File: config.mk
export PLATFORM = sky130hd
export DESIGN_NAME = dct4_butterfly
export DESIGN_NICKNAME = d
export VERILOG_FILES = /design/src/rtl/dct4_pkg.sv /design/src/rtl/dct4_pre.sv /design/src/rtl/dct4_mul.sv /design/src/rtl/dct4_post.sv /design/src/rtl/dct4_butterfly.sv
export SDC_FILE = /design/constraint.sdc
export NUM_CORES = 1
export LEC_CHECK = 0
export ABC_CLOCK_PERIOD_IN_PS = 14000
export CORE_UTILIZATION = 65
export CTS_CLUSTER_DIAMETER = 60
export DETAILED_ROUTE_END_ITERATION = 10
export PLACE_DENSITY = 0.92
export SLEW_MARGIN = 5
export SYNTH_ARGS = -nofsm -noshare
export SYNTH_HDL_FRONTEND = slang
export SYNTH_HIERARCHICAL = 1
export SYNTH_SLANG_ARGS = --single-unit
File: constraint.sdc
create_clock -name clk -period 14 [get_ports clk]
set_clock_uncertainty 0.1 [all_clocks]
set_input_delay 2.8 -clock clk [delete_from_list [all_inputs] [get_ports clk]]
set_output_delay 2.8 -clock clk [all_outputs]
set_load 0.005 [all_outputs]
File: src/rtl/dct4_pkg.sv
package dct4_pkg;

    localparam int DIN_W  = 12;
    localparam int COEF_W = 12;
    localparam int FRAC_W = 11;
    localparam int DOUT_W = 16;
    localparam int LAT    = 3;

    // Q1.11 weights: round(2048 * cos(k*pi/8) / sqrt(2))
    localparam int K1_DEF = 1338;
    localparam int K2_DEF = 1024;
    localparam int K3_DEF = 554;

    localparam int SUM_W = DIN_W + 1;
    localparam int ACC_W = SUM_W + 1 + COEF_W + 1;

    typedef struct packed {
        logic signed [SUM_W-1:0] s_out;
        logic signed [SUM_W-1:0] d_out;
        logic signed [SUM_W-1:0] s_in;
        logic signed [SUM_W-1:0] d_in;
    } pair_t;

    typedef struct packed {
        logic signed [ACC_W-1:0] ev_sum;
        logic signed [ACC_W-1:0] ev_dif;
        logic signed [ACC_W-1:0] do_k1;
        logic signed [ACC_W-1:0] di_k3;
        logic signed [ACC_W-1:0] do_k3;
        logic signed [ACC_W-1:0] di_k1;
    } prod_t;

    typedef struct packed {
        logic signed [DOUT_W-1:0] y0;
        logic signed [DOUT_W-1:0] y1;
        logic signed [DOUT_W-1:0] y2;
        logic signed [DOUT_W-1:0] y3;
    } coef_t;

    function automatic logic signed [DOUT_W-1:0] round_half_up(
        input logic signed [ACC_W-1:0] s
    );
        logic signed [ACC_W-1:0] t;
        t = (s + ACC_W'(1 <<< (FRAC_W - 1))) >>> FRAC_W;
        return t[DOUT_W-1:0];
    endfunction

endpackage

File: src/rtl/dct4_pre.sv
module dct4_pre
    import dct4_pkg::*;
(
    input  logic                    clk,
    input  logic                    rst,
    input  logic signed [DIN_W-1:0] x0,
    input  logic signed [DIN_W-1:0] x1,
    input  logic signed [DIN_W-1:0] x2,
    input  logic signed [DIN_W-1:0] x3,
    output pair_t                   q
);

    // Mirrored pairing: outer pair (0,3), inner pair (1,2)
    always_ff @(posedge clk) begin
        q.s_out <= SUM_W'(x0) + SUM_W'(x3);
        q.d_out <= SUM_W'(x0) - SUM_W'(x3);
        q.s_in  <= SUM_W'(x1) + SUM_W'(x2);
        q.d_in  <= SUM_W'(x1) - SUM_W'(x2);
    end

    AST_OUTER_PAIR: assert property (@(posedge clk) disable iff (rst)
        (q.s_out + q.d_out) == (SUM_W'($past(x0)) <<< 1));
    AST_INNER_PAIR: assert property (@(posedge clk) disable iff (rst)
        (q.s_in - q.d_in) == (SUM_W'($past(x2)) <<< 1));

endmodule

File: src/rtl/dct4_mul.sv
module dct4_mul
    import dct4_pkg::*;
#(
    parameter int K1 = K1_DEF,
    parameter int K2 = K2_DEF,
    parameter int K3 = K3_DEF
) (
    input  logic  clk,
    input  logic  rst,
    input  pair_t d,
    output prod_t q
);

    localparam logic signed [ACC_W-1:0] W1 = ACC_W'(K1);
    localparam logic signed [ACC_W-1:0] W2 = ACC_W'(K2);
    localparam logic signed [ACC_W-1:0] W3 = ACC_W'(K3);

    logic signed [ACC_W-1:0] ev_a;
    logic signed [ACC_W-1:0] ev_b;
    logic signed [ACC_W-1:0] od_o;
    logic signed [ACC_W-1:0] od_i;

    always_comb begin
        ev_a = ACC_W'(d.s_out) + ACC_W'(d.s_in);
        ev_b = ACC_W'(d.s_out) - ACC_W'(d.s_in);
        od_o = ACC_W'(d.d_out);
        od_i = ACC_W'(d.d_in);
    end

    // Six constant products per vector
    always_ff @(posedge clk) begin
        q.ev_sum <= ev_a * W2;
        q.ev_dif <= ev_b * W2;
        q.do_k1  <= od_o * W1;
        q.di_k3  <= od_i * W3;
        q.do_k3  <= od_o * W3;
        q.di_k1  <= od_i * W1;
    end

    AST_EVEN_SPLIT: assert property (@(posedge clk) disable iff (rst)
        (q.ev_sum - q.ev_dif) == (ACC_W'($past(d.s_in)) * W2 * ACC_W'(2)));

endmodule

File: src/rtl/dct4_post.sv
module dct4_post
    import dct4_pkg::*;
(
    input  logic  clk,
    input  logic  rst,
    input  prod_t d,
    output coef_t q
);

    localparam logic signed [ACC_W-1:0] HALF = ACC_W'(1 <<< (FRAC_W - 1));

    logic signed [ACC_W-1:0] odd1;
    logic signed [ACC_W-1:0] odd3;

    always_comb begin
        odd1 = d.do_k1 + d.di_k3;
        odd3 = d.do_k3 - d.di_k1;
    end

    always_ff @(posedge clk) begin
        q.y0 <= round_half_up(d.ev_sum);
        q.y1 <= round_half_up(odd1);
        q.y2 <= round_half_up(d.ev_dif);
        q.y3 <= round_half_up(odd3);
    end

    AST_ROUND_LO_Y1: assert property (@(posedge clk) disable iff (rst)
        ($past(odd1) - (ACC_W'(q.y1) <<< FRAC_W)) >= -HALF);
    AST_ROUND_HI_Y1: assert property (@(posedge clk) disable iff (rst)
        ($past(odd1) - (ACC_W'(q.y1) <<< FRAC_W)) < HALF);
    AST_ROUND_LO_Y0: assert property (@(posedge clk) disable iff (rst)
        ($past(d.ev_sum) - (ACC_W'(q.y0) <<< FRAC_W)) >= -HALF);
    AST_ROUND_HI_Y0: assert property (@(posedge clk) disable iff (rst)
        ($past(d.ev_sum) - (ACC_W'(q.y0) <<< FRAC_W)) < HALF);

endmodule

File: src/rtl/dct4_butterfly.sv
module dct4_butterfly
    import dct4_pkg::*;
#(
    parameter int K1 = K1_DEF,
    parameter int K2 = K2_DEF,
    parameter int K3 = K3_DEF
) (
    input  logic                     clk,
    input  logic                     rst,
    input  logic                     in_vld,
    input  logic signed [DIN_W-1:0]  in_x0,
    input  logic signed [DIN_W-1:0]  in_x1,
    input  logic signed [DIN_W-1:0]  in_x2,
    input  logic signed [DIN_W-1:0]  in_x3,
    output logic                     out_vld,
    output logic signed [DOUT_W-1:0] out_y0,
    output logic signed [DOUT_W-1:0] out_y1,
    output logic signed [DOUT_W-1:0] out_y2,
    output logic signed [DOUT_W-1:0] out_y3
);

    pair_t pairs;
    prod_t prods;
    coef_t coefs;
    logic [LAT-1:0] vld_sr;

    dct4_pre u_pre (
        .clk (clk),
        .rst (rst),
        .x0  (in_x0),
        .x1  (in_x1),
        .x2  (in_x2),
        .x3  (in_x3),
        .q   (pairs)
    );

    dct4_mul #(.K1(K1), .K2(K2), .K3(K3)) u_mul (
        .clk (clk),
        .rst (rst),
        .d   (pairs),
        .q   (prods)
    );

    dct4_post u_post (
        .clk (clk),
        .rst (rst),
        .d   (prods),
        .q   (coefs)
    );

    // Valid pipeline: one stage per data register stage
    genvar g;
    generate
        for (g = 0; g < LAT; g++) begin : g_vld
            always_ff @(posedge clk) begin
                if (rst)
                    vld_sr[g] <= 1'b0;
                else if (g == 0)
                    vld_sr[g] <= in_vld;
                else
                    vld_sr[g] <= vld_sr[(g == 0) ? 0 : g-1];
            end
        end
    endgenerate

    assign out_vld = vld_sr[LAT-1];
    assign out_y0  = coefs.y0;
    assign out_y1  = coefs.y1;
    assign out_y2  = coefs.y2;
    assign out_y3  = coefs.y3;

    AST_VALID_DELAY: assert property (@(posedge clk) disable iff (rst)
        in_vld |-> ##3 out_vld);
    AST_IDLE_DELAY: assert property (@(posedge clk) disable iff (rst)
        !in_vld |-> ##3 !out_vld);
    AST_RESET_FLUSH: assert property (@(posedge clk)
        $past(rst) |-> !out_vld);

endmodule

==> impl_metrics.toml <==
[detailed_routing]
drtIter0Drc = 1270
drt-pass1-iter-count = 9
ant_nets = 0
num_vias = 17256
routed_wl_um = 53000
routed_via_density = 5.79
drc = 0
post_drt_wl_per_cell_um = 17.8

[sta]
period_share = 0.401
worst_pin_slew_ps = 670
timing.fmax_mhz = 178
hold_violations = 0
finalSetupViolations = 0
finalCriticalPeriod_ps = 5620
setup_tns_ps = 0
drv_slew = 0
slew_headroom = 0.550
rsz0062_at_grt = "no"

[clocking]
clockRootBuffer = "clkbuf_16"
clk_latency_ps = 570
path_clk_slew_ps = 60
htree_num_levels = 1
clock_sinks = 232
cts_tree = "done"
post_cts_buffers = 0
postCtsHoldBufs = 0
cts_buffer_depth = 3
numCtsBuffers = 30
cts_resized = 0

[worst_setup_path]
reg2reg_from = "u_pre/q[35]"
end_kind = "register"
worstSetupEndpoint = "u_mul/q[104]"
regToRegSetupSlack_ps = 8380
crit_type = "register to register"
slowest_delay_ps = 710
critPathMaxFanout = 11
critPathSlowestCell = "dfxtp_1"
arrival_ps = 5970
rr_worst_depth = 16
reg2reg_to = "u_mul/q[104]"
cp-start-kind = "register"
crit_required_ps = 14360
worstSetupStartpoint = "u_pre/q[35]"
crit_chain = "fa_1 -> ha_1 -> inv_1 -> fa_1 -> inv_1 -> fa_1 -> inv_1 -> fa_1 -> inv_1 -> ha_1 -> a21oi_1 -> nand2_1 -> a41o_1 -> a311oi_4 -> a32oi_2 -> a311o_1"

[global_route]
antenna_found_initial = 1
grt_max_degree = 26
grtUsageMet2 = 0.566
grt_pass1_vias = 18144
grt_pass1_wl_um = 87000
busiest_layer = "met2"
grtUsageTotal = 0.316
grt_overflow_total = 0
grtUsageMet3 = 0.0415
globalRouteMet1Util = 0.369

[final_layout]
fin_area_sq_um = 24400
n_antenna_cell = 0
fillers = 2293
drive_gt1_frac = 0.0358
num-nets-final = 3144
final_cell_mix = "inv_1 (513), ha_1 (429), dfxtp_1 (232), fa_1 (146), xnor2_1 (143)"
final_common_cell = "inv_1"
synthToLayoutAreaGrowth_pct = 11.0

[floorplanning]
start_util = 0.668
die_w_um = 186
die_y_um = 186
rows = 66
die_area_sq_um = 34500
core_sq_um = 32900
io_pins = 116

[synth]
avgSynthCellArea_sq_um = 9.06
netlist_area_sq_um = 22000
syn-instance-count = 2424
yosysWarnings = 6

[run_status]
status = "completed"

[placement]
place_area_sq_um = 23400
place_congestion = 0.946
post-dp-hpwl_um = 41900
portBuffers = 115

[flow_run]
drv_cap = 0

[worst_hold_path]
hold_path.class = "register to register"
[how the worst min path moves through the flow]
stage / from / endpoint / slack [ps] / cells past startpoint
after floorplan: u_pre/q[1] / u_mul/q[56] / 300 / 0
after global placement: vld_sr[1] / out_vld / 330 / 1
after detailed placement: vld_sr[1] / out_vld / 340 / 1
after CTS: vld_sr[1] / out_vld / 360 / 1
after global routing: vld_sr[0] / vld_sr[1] / 360 / 1
final: vld_sr[1] / out_vld / 350 / 1
[worst max-delay path: cells and delay by family, from the launching register on]
kind	cells	cell delay (ps)
adders and majority gates	6	2770
DFF	1	710
AOI/OAI and AO/OA	5	1590
and+or+nand+nor	1	100
buffers and inverters	4	230
[stage by stage]
step	hold WS (ps)	util	cells	setup slack, ps
3_5_place_dp	339	0.711	2928	8490
3_3_place_gp	330	0.711	2928	8770
2_1_floorplan	302	-	2427	9080
6_report	347	0.742	2981	8380
5_1_grt	362	0.742	2981	8170
4_1_cts	355	0.742	2981	8470
[cell type report]
class,count,area [sq um],area share
Multi-Input combinational cell,1619,15000,0.617
Tap cell,442,553,0.0227
Clock buffer,36,793,0.0325
Inverter,516,1940,0.0794
Timing Repair Buffer,119,1180,0.0484
Sequential cell,232,4640,0.190
Clock inverter,17,231,0.00949
[registers in the layout, indices dropped and copies added, names as in the netlist]
| register | count |
|---|---|
| u_mul/q | 115 |
| u_pre/q | 50 |
| out_vld | 1 |
| u_post/q | 64 |
| vld_sr | 2 |
[layer usage]
layer,up-vias,wire (um)
met5,-,0
met4,0,2780
met3,198,3260
met2,748,25900
met1,8145,21000
li1,8165,-
Power is not shown: default switching activity piles up to over one toggle a cycle in this logic, so the estimate is an artifact.
